$ cat src/rtl/spi_mf_pkg.sv
package spi_mf_pkg;

  localparam int unsigned CTL_W = 7;

  typedef enum logic [1:0] {
    ADDR_CTL = 2'd0,
    ADDR_STS = 2'd1,
    ADDR_DAT = 2'd2
  } spi_addr_e;

  typedef struct packed {
    logic       miso_en;  // bit 6
    logic       ss_out;   // bit 5
    logic [1:0] div;      // bits 4:3
    logic       ie;       // bit 2
    logic       mstr;     // bit 1
    logic       en;       // bit 0
  } spi_ctl_t;

  function automatic int unsigned half_period(input logic [1:0] sel);
    case (sel)
      2'd0:    half_period = 2;
      2'd1:    half_period = 8;
      2'd2:    half_period = 32;
      default: half_period = 64;
    endcase
  endfunction

endpackage

$ cat src/rtl/spi_mf_sync.sv
module spi_mf_sync #(
  parameter int unsigned N       = 3,
  parameter int unsigned STAGES  = 2,
  parameter logic [N-1:0] RST_VAL = '0
) (
  input  logic         clk,
  input  logic         rst_n,
  input  logic [N-1:0] d,
  output logic [N-1:0] q
);
  localparam int unsigned CHAIN_W = N * STAGES;

  logic [CHAIN_W-1:0] chain_q;
  logic [CHAIN_W-1:0] chain_d;

  always_comb begin
    chain_d = {chain_q[CHAIN_W-N-1:0], d};
  end

  always_ff @(posedge clk or negedge rst_n) begin
    if (!rst_n) chain_q <= {STAGES{RST_VAL}};
    else        chain_q <= chain_d;
  end

  assign q = chain_q[CHAIN_W-1 -: N];
endmodule

$ cat src/rtl/spi_mf_clkdiv.sv
module spi_mf_clkdiv #(
  parameter int unsigned CW = 7
) (
  input  logic       clk,
  input  logic       rst_n,
  input  logic       run,
  input  logic [1:0] sel,
  output logic       tick
);
  logic [CW-1:0] cnt_q, cnt_d, lim;

  always_comb begin
    lim   = CW'(spi_mf_pkg::half_period(sel) - 1);
    tick  = run && (cnt_q == lim);
    cnt_d = (!run || tick) ? '0 : cnt_q + 1'b1;
  end

  always_ff @(posedge clk or negedge rst_n) begin
    if (!rst_n) cnt_q <= '0;
    else        cnt_q <= cnt_d;
  end
endmodule

$ cat src/rtl/spi_mf_ctrl.sv
module spi_mf_ctrl
  import spi_mf_pkg::*;
#(
  parameter int unsigned DW          = 8,
  parameter int unsigned SYNC_STAGES = 2,
  parameter int unsigned DIV_W       = 7
) (
  input  logic          clk,
  input  logic          rst_n,
  input  logic          reg_sel,
  input  logic          reg_wr,
  input  logic [1:0]    reg_addr,
  input  logic [DW-1:0] reg_wdata,
  output logic [DW-1:0] reg_rdata,
  output logic          irq,
  input  logic          sck_i,
  output logic          sck_o,
  output logic          sck_oe,
  input  logic          mosi_i,
  output logic          mosi_o,
  output logic          mosi_oe,
  input  logic          miso_i,
  output logic          miso_o,
  output logic          miso_oe,
  input  logic          ss_i
);
  localparam int unsigned BC_W = $clog2(DW);
  localparam logic [BC_W-1:0] LAST_BIT = BC_W'(DW - 1);

  // reset: asynchronous assert, synchronous release
  logic [1:0] rst_pipe_q;
  logic       srst_n;
  always_ff @(posedge clk or negedge rst_n) begin
    if (!rst_n) rst_pipe_q <= 2'b00;
    else        rst_pipe_q <= {rst_pipe_q[0], 1'b1};
  end
  assign srst_n = rst_pipe_q[1];

  // synchronized slave-side pins
  logic ss_s, sck_s, mosi_s;
  spi_mf_sync #(.N(3), .STAGES(SYNC_STAGES), .RST_VAL(3'b100)) u_sync (
    .clk(clk), .rst_n(srst_n), .d({ss_i, sck_i, mosi_i}), .q({ss_s, sck_s, mosi_s})
  );

  // state
  spi_ctl_t        ctl_q, ctl_d;
  logic            flag_q, flag_d, wcol_q, wcol_d, arm_q, arm_d;
  logic [DW-1:0]   sr_q, sr_d, rbuf_q, rbuf_d;
  logic            samp_q, samp_d, phase_q, phase_d, run_q, run_d, sck_q, sck_d, sck_s_d;
  logic [BC_W-1:0] bit_q, bit_d;

  logic tick;
  spi_mf_clkdiv #(.CW(DIV_W)) u_div (
    .clk(clk), .rst_n(srst_n), .run(run_q), .sel(ctl_q.div), .tick(tick)
  );

  // decode
  logic wr_ctl, rd_sts, acc_dat, wr_dat, is_m, is_s, busy, fault, sck_rise, sck_fall;
  logic flag_set, wcol_set;
  logic unused_wbits;
  assign unused_wbits = ^reg_wdata[DW-1:CTL_W];

  always_comb begin
    wr_ctl   = reg_sel && reg_wr && (reg_addr == ADDR_CTL);
    rd_sts   = reg_sel && !reg_wr && (reg_addr == ADDR_STS);
    acc_dat  = reg_sel && (reg_addr == ADDR_DAT);
    wr_dat   = acc_dat && reg_wr;
    is_m     = ctl_q.en && ctl_q.mstr;
    is_s     = ctl_q.en && !ctl_q.mstr;
    busy     = run_q || (is_s && (phase_q || (bit_q != '0)));
    fault    = is_m && !ctl_q.ss_out && !ss_s;
    sck_rise = sck_s && !sck_s_d;
    sck_fall = !sck_s && sck_s_d;
  end

  // next state
  always_comb begin
    ctl_d = ctl_q;  flag_d = flag_q; wcol_d = wcol_q; arm_d = arm_q;
    sr_d = sr_q;    rbuf_d = rbuf_q; samp_d = samp_q; phase_d = phase_q;
    run_d = run_q;  sck_d = sck_q;   bit_d = bit_q;
    flag_set = 1'b0; wcol_set = 1'b0;

    if (wr_ctl) ctl_d = spi_ctl_t'(reg_wdata[CTL_W-1:0]);

    if (!ctl_q.en) begin
      run_d = 1'b0; sck_d = 1'b0; bit_d = '0; phase_d = 1'b0;
    end else if (fault) begin
      ctl_d.mstr = 1'b0;
      run_d = 1'b0; sck_d = 1'b0; bit_d = '0; phase_d = 1'b0;
      flag_set = 1'b1;
    end else if (is_m) begin
      if (tick) begin
        if (!sck_q) begin
          sck_d  = 1'b1;
          samp_d = miso_i;
        end else begin
          sck_d = 1'b0;
          sr_d  = {sr_q[DW-2:0], samp_q};
          bit_d = bit_q + 1'b1;
          if (bit_q == LAST_BIT) begin
            run_d    = 1'b0;
            bit_d    = '0;
            rbuf_d   = {sr_q[DW-2:0], samp_q};
            flag_set = 1'b1;
          end
        end
      end
    end else begin
      run_d = 1'b0; sck_d = 1'b0;
      if (ss_s) begin
        bit_d = '0; phase_d = 1'b0;
      end else if (sck_rise) begin
        samp_d = mosi_s; phase_d = 1'b1;
      end else if (sck_fall && phase_q) begin
        phase_d = 1'b0;
        sr_d    = {sr_q[DW-2:0], samp_q};
        bit_d   = bit_q + 1'b1;
        if (bit_q == LAST_BIT) begin
          bit_d    = '0;
          rbuf_d   = {sr_q[DW-2:0], samp_q};
          flag_set = 1'b1;
        end
      end
    end

    if (wr_dat && ctl_q.en && !fault) begin
      if (busy) wcol_set = 1'b1;
      else begin
        sr_d = reg_wdata;
        if (is_m) run_d = 1'b1;
      end
    end

    if (rd_sts && flag_q) arm_d = 1'b1;
    if (acc_dat && arm_q) begin
      flag_d = 1'b0; wcol_d = 1'b0; arm_d = 1'b0;
    end
    if (flag_set) flag_d = 1'b1;
    if (wcol_set) wcol_d = 1'b1;
  end

  always_ff @(posedge clk or negedge srst_n) begin
    if (!srst_n) begin
      ctl_q <= '0;  flag_q <= 1'b0; wcol_q <= 1'b0; arm_q <= 1'b0;
      sr_q <= '0;   rbuf_q <= '0;   samp_q <= 1'b0; phase_q <= 1'b0;
      run_q <= 1'b0; sck_q <= 1'b0; bit_q <= '0;    sck_s_d <= 1'b0;
    end else begin
      ctl_q <= ctl_d;  flag_q <= flag_d; wcol_q <= wcol_d; arm_q <= arm_d;
      sr_q <= sr_d;    rbuf_q <= rbuf_d; samp_q <= samp_d; phase_q <= phase_d;
      run_q <= run_d;  sck_q <= sck_d;   bit_q <= bit_d;   sck_s_d <= sck_s;
    end
  end

  // outputs
  always_comb begin
    case (reg_addr)
      ADDR_CTL: reg_rdata = DW'(ctl_q);
      ADDR_STS: reg_rdata = {flag_q, wcol_q, {(DW-2){1'b0}}};
      ADDR_DAT: reg_rdata = rbuf_q;
      default:  reg_rdata = '0;
    endcase
  end

  assign irq     = flag_q && ctl_q.ie;
  assign sck_o   = sck_q;
  assign mosi_o  = sr_q[DW-1];
  assign miso_o  = sr_q[DW-1];
  assign sck_oe  = is_m;
  assign mosi_oe = is_m;
  assign miso_oe = is_s && ctl_q.miso_en && !ss_s;


  modf_demote_chk: assert property (@(posedge clk) disable iff (!srst_n)
    fault |=> (!ctl_q.mstr && flag_q && !run_q));


  wcol_flag_chk: assert property (@(posedge clk) disable iff (!srst_n)
    (wr_dat && ctl_q.en && busy && !fault) |=> wcol_q);


  ss_idle_chk: assert property (@(posedge clk) disable iff (!srst_n)
    (is_s && ss_s && !wr_ctl) |=> ((bit_q == '0) && !phase_q));


  irq_src_chk: assert property (@(posedge clk) disable iff (!srst_n)
    irq |-> flag_q);


  sck_idle_chk: assert property (@(posedge clk) disable iff (!srst_n)
    !run_q |-> !sck_o);
endmodule

$ cat config.mk
export PLATFORM = sky130hd
export DESIGN_NAME = spi_mf_ctrl
export DESIGN_NICKNAME = d
export VERILOG_FILES = /design/src/rtl/spi_mf_pkg.sv /design/src/rtl/spi_mf_sync.sv /design/src/rtl/spi_mf_clkdiv.sv /design/src/rtl/spi_mf_ctrl.sv
export SDC_FILE = /design/constraint.sdc
export NUM_CORES = 1
export LEC_CHECK = 0
export ABC_AREA = 0
export BUFFER_PORTS_ARGS = -buffer_cell sky130_fd_sc_hd__buf_2
export CAP_MARGIN = 20
export CORE_AREA = 2 2 81 83
export DETAILED_ROUTE_END_ITERATION = 8
export DIE_AREA = 0 0 83 85
export PLACE_DENSITY = 0.55
export SYNTH_ARGS = -nofsm -noshare
export SYNTH_HDL_FRONTEND = slang
export SYNTH_SLANG_ARGS = --single-unit
$ cat constraint.sdc
create_clock -name clk -period 2.85 [get_ports clk]
set_clock_uncertainty 0.2 [all_clocks]
set_input_delay 0.1425 -clock clk [delete_from_list [all_inputs] [get_ports clk]]
set_output_delay 0.1425 -clock clk [all_outputs]
set_load 0.02 [all_outputs]
# Yosys cells after proc, flatten, opt, wreduce, memory -nomap -nowiden
# Index checks and enable logic that the tools add are counted.
# classes
add_sub_neg	3
muxes	73
bitwise	1
n_reduce_logical	45
n_eq_ne	17
# ops
operator	n
2-to-1 mux 8 bit	17
2-to-1 mux 1 bit	43
2-to-1 mux 3 bit	9
case mux 8 bit (3 select lines)	1
logical AND 1 bit	22
case mux 7 bit (3 select lines)	1
nonzero test 2 bit	5
logical NOT 1 bit	8
!= test 4 x 2 -> 1 bit (second input constant)	2
adder 7 x 1 -> 7 bit (second input constant)	1
equality test 7 bit	1
2-to-1 mux 7 bit	1
AND reduction 7 bit	1
subtractor 7 x 1 -> 7 bit (second input constant)	1
!= test 2 bit (second input constant)	3
AND reduction 6 bit	1
!= test 5 x 1 -> 1 bit (second input constant)	1
!= test 5 x 2 -> 1 bit (second input constant)	1
!= test 5 x 4 -> 1 bit (second input constant)	1
equality test 2 x 1 -> 1 bit (second input constant)	2
equality test 2 bit (second input constant)	2
logical NOT 2 bit	2
!= test 2 x 1 -> 1 bit (second input constant)	2
AND reduction 4 bit	1
8 further kinds	10
# totals
ff_bits	49
output_inout_bits	15
inputBits	18
word_cells	159

# Logic depth before layout (Yosys ltp)
# depth
depth_word	12
ltp_mapped	8
depth_no_buf	7

# By module
# From an unflattened synthesis, not the netlist that was laid out.
# unflattened
cells_unflattened	235
area_unflattened_um2	2567.5
# modules_own_cells
module	instances	area_each_um2	cells_each	seq_area_each_um2
spi_mf_ctrl	1	1998.2	188	900.9
spi_mf_clkdiv	1	394.1	38	175.2
spi_mf_sync	1	175.2	9	152.6

# Worst setup path after synthesis
# OpenSTA, ideal clock, no wires.
# synth_timing
path_kind	reg-to-reg
from	reg ctl_q[3] (netlist name)
to	reg rbuf_q[0]
t_required_ps	2525
stages_incl_launch_ff	8
path_buffers	0
t_arrival_ps	2197
period_less_slack_ps	2522
setup_ps	125
path_slack_ps	328
cell_sequence	dfrtp_1 > or2_2 > ha_1 > xnor2_1 > a211oi_2 > nand3_4 > o21ai_4 > mux2_2
# synth_via
elab_chain_len	7
word_cells_on_any_way	9
cone_classes	add/sub: 1; eq/ne: 4; mux: 1; reduce/logical: 3
# synth_rtl
element	line_no	source
from (decl)	spi_mf_ctrl.sv:46	spi_ctl_t ctl_q, ctl_d;
from (signal assigned)	spi_mf_ctrl.sv:148	ctl_q <= ctl_d; flag_q <= flag_d; wcol_q <= wcol_d; arm_q <= arm_d;
equality test 2 bit, or another cell as far along	spi_mf_pkg.sv:21	case (sel)
case mux 7 bit (3 select lines) (*)	spi_mf_pkg.sv:21	
subtractor 7 x 1 -> 7 bit (*)	spi_mf_clkdiv.sv:13	lim = CW'(spi_mf_pkg::half_period(sel) - 1);
equality test 7 bit (*)	spi_mf_clkdiv.sv:14	tick = run && (cnt_q == lim);
logical AND 1 bit (*)	spi_mf_clkdiv.sv:14	
!= test 2 x 1 -> 1 bit (no line) (*)	--	
AND reduction 7 bit (no line) (*)	--	
to (signal assigned)	spi_mf_ctrl.sv:149	sr_q <= sr_d; rbuf_q <= rbuf_d; samp_q <= samp_d; phase_q <= phase_d;
to (decl)	spi_mf_ctrl.sv:48	logic [DW-1:0] sr_q, sr_d, rbuf_q, rbuf_d;
# Every way passes the cells marked *; elsewhere a longest branch is shown, timed or not.
# A chain may end at the register's enable or synchronous reset.

# Worst setup path after layout
# layout_timing
from	reg ctl_q[3] (netlist name)
to	reg rbuf_q[1]
# The elaborated chain is that of the path after synthesis.

==> results.md <==
* DRC violations left at 0
* Die area at 0.007055 mm^2
* Internal power at 1.283 mW
* Post-DP HPWL at 3.953 mm
* Worst setup margin at roughly 0.14 ns
* F_max at 369.4 MHz
* Slew @ Worst Pin at 0.9648 ns
* Sw frac at 31.54%
* Most frequent cells in the layout: 46 x dfrtp_1, 32 x buf_2, 22 x o21ai_0, 17 x nor2_1, 16 x dlygate4sd3_1
* Status: finished, final reports clean
* Clock sinks at 49
* Clk buf depth at 2
* Post-synthesis mux area share at 9.860%
* Clock Latency Late Sink at 0.30 ns
* Placer Congestion at around 0.76
* Clock transition at path regs at approximately 0.09 ns
* Synth top area share at between 40% and 50%
* Adder-Cell Fraction of Synth Area at under 10%
* Post-synth EDFFs at 0
* Sum Neg Setup Slack at 0 ns
* Hold Path Class: reg2async
* DRT iter0 DRCs at 92
* Post-Synth XOR/XNOR Area at 2.906%
* I/O pins at 33
* CP startpoint kind: flip-flop
* Largest area contributor in the netlist: dfrtp_1
* Setup violations, final at 0
* Largest net degree at the start of global routing at 29
* Post-synthesis simple-gate area fraction at 14.69%
* Initial Utilization at between 30% and 40%
* Synth Area per Inst at 11.01 um^2
* Arrival time at the worst endpoint at 2.70 ns
* Pre-CTS setup slack at approximately 0.12 ns
* Nets at 291
* Overall global routing resource usage at 16.59%
* Max VDD drop at 0.0004180 V
* # port buffers at 32
* Register area share after synthesis at about 51%
* Clock Root Buffer: clkbuf_8
* Count of pins over their slew limit at 0
* WP data required at 2.84 ns
* Drt total wl at 5.475 mm
* Max FO, Critical Path at 8
* Wire per inst at 15.82 um
* Power share of the clock group at between 20% and 30%
* Congestion Overflow GR at 0
* Synth Instances at 219
* Vias at 1887
* Yosys cell types at 52
* DR vias/cell at 5.454
* Hold Fails Final Rpt at 0
* Die Height at 85 um
* Post-Syn Area at ~0.0024 mm^2
* Post-CTS Setup Repair Bufs at 0
* Rel. slew slack at 35.44%
* Layout cells sized above 1 at 25.65%
* Seq pwr share at 49.1%
* Leak Pwr at 1.294 nW
* Final period util at 94.97%
* Core Region at 0.006205 mm^2
* CTS H-tree lvls at 2
* Commonest non-fill, non-tap cell in the layout: dfrtp_1
* Crit end category: flip-flop
* Comb pwr share at 23.0%
* Detail Route Antenna Nets at 0
* Psw at 591.0 uW
* Post-layout minimum cycle time at 2.707 ns
* Number of synthesized register bits at between 40 and 50
* CTS buffer count at 5
* Power Density at 640.3 mW/mm^2
* Max Cap Viol at 0
* Number of global-route vias before repair at 1881
* Initial antenna violation count at 0
* Largest cells by area after synthesis: dfrtp_1 49%, mux2_2 6.5%, o21ai_0 4.6%
* Main combinational cell family by area after synthesis: compound AO/OA/AOI/OAI gates
* Global-route wire length before repair at 9.411 mm
* Mapped Nets at 242
* Drt first pass iters at 5
* Primary FF master, synth: dfrtp_1
* Area growth from synthesis to layout at 21.38%
* WS Path Type: reg2reg
* Core Rows at 29
* CTS tree: built
* RSZ-0062 raised after global routing: false
* Die W at 83 um
* Syn. warnings at 0
* Antenna diodes at 0
* Async S/R FF share, synth at 100.0%
* Compound-Gate Fraction of Synth Area at 16.19%
* Post-CTS Resized at 0
## critical path: stages, from the launching register on
cell and delay (ns):
dfrtp_1 0.45, or2_2 0.32, ha_1 0.31, xnor2_1 0.13, a211oi_2 0.33, nand3_4 0.17, o21ai_4 0.31, mux2_2 0.38
## path summary, 6_finish.rpt
check	start	endpoint	slack, ns	depth (start not counted)
max	ctl_q[3]$_DFFE_PN0P_	rbuf_q[1]$_DFFE_PN0P_	0.14	7
min	rst_pipe_q[1]$_DFF_PN0_	sck_s_d$_DFF_PN0_	0.004	0
max reg2reg	ctl_q[3]$_DFFE_PN0P_	rbuf_q[1]$_DFFE_PN0P_	0.14	7
min reg2reg	rst_pipe_q[1]$_DFF_PN0_	sck_s_d$_DFF_PN0_	0.004	0
max in group asynchronous	rst_pipe_q[1]$_DFF_PN0_	rbuf_q[3]$_DFFE_PN0P_	1.74	1
min in group clk	miso_i	samp_q$_DFFE_PN0P_	0.01	3
## cell type report
cell class	count	area (um^2)
Clock buffer	7	86.33
Clock inverter	1	30.03
Fill cell	569	3278
Inverter	4	15.01
Multi-Input combinational cell	156	1119
Sequential cell	49	1230
Tap cell	77	96.34
Timing Repair Buffer	52	350.3
## flip-flops by register name, summed over array words and instances, names as in the netlist, 2 cells and up
register / flops
rbuf_q: 8
sr_q: 8
ctl_q: 7
u_div.cnt_q: 7
u_sync.chain_q: 6
bit_q: 3
rst_pipe_q: 2
## metal layers
layer	track usage, %	up-vias	routed length (um)	part of all wire (%)
li1	-	898	-	-
met1	22.26	936	2546	47
met2	27.42	47	2616	48
met3	3.502	6	246	4.5
met4	4.620	0	64	1.2
met5	0	-	0	0
## Yosys cell counts (all sizes together), types with 2 or more instances
cell type,number
a22o,2
dfrtp,47
a32oi,8
and3,2
mux2,14
o21ai,24
a32o,2
xnor2,4
nand2b,4
inv,4
ha,5
nand3b,2
or2,3
nor3,3
dfstp,2
nor2,18
mux2i,8
nor2b,2
clkbuf,7
buf,3
nand2,11
or4,2
xor2,4
nand3,6
o211ai,2
a21oi,5
nor3b,3
and2,2
## metrics by stage
stage          util [%]  hold slack (ns)  area, um^2  power [mW]  cells
2_1_floorplan         -          -0.3531        2411       1.210    219
6_report          47.17         0.004355        2927       1.874    346
5_1_grt           47.17          0.04036        2927       1.979    346
3_3_place_gp      42.71          -0.2722        2650       1.345    322
4_1_cts           47.17          0.01411        2927       1.891    346
3_5_place_dp      42.71          -0.2689        2650       1.351    322
## power by group through the flow
stage	combinational, mW	sequential [mW]	clock, mW
after global placement	0.412	0.933	0
after detailed placement	0.416	0.935	0
after global routing	0.482	0.940	0.556
after CTS	0.435	0.920	0.536
final	0.431	0.921	0.522
after floorplan	0.314	0.896	0
## repair_timing
action	CTS	global route
endpoints found under the hold margin	21	0
hold buffers	16	0
setup endpoints to repair	0	4
## cell families (layout without fill, tap and decap cells)
family / after synthesis / count (layout)
xor gates and xnor gates: 8 / 8
adders and majority gates: 5 / 5
DFF: 49 / 49
and+or+nand+nor: 64 / 64
other: 1 / 1
muxes: 22 / 22
buffers and inverters: 14 / 64
AOI/OAI and AO/OA: 56 / 56
No activity file was read; power rests on OpenSTA's default activity.
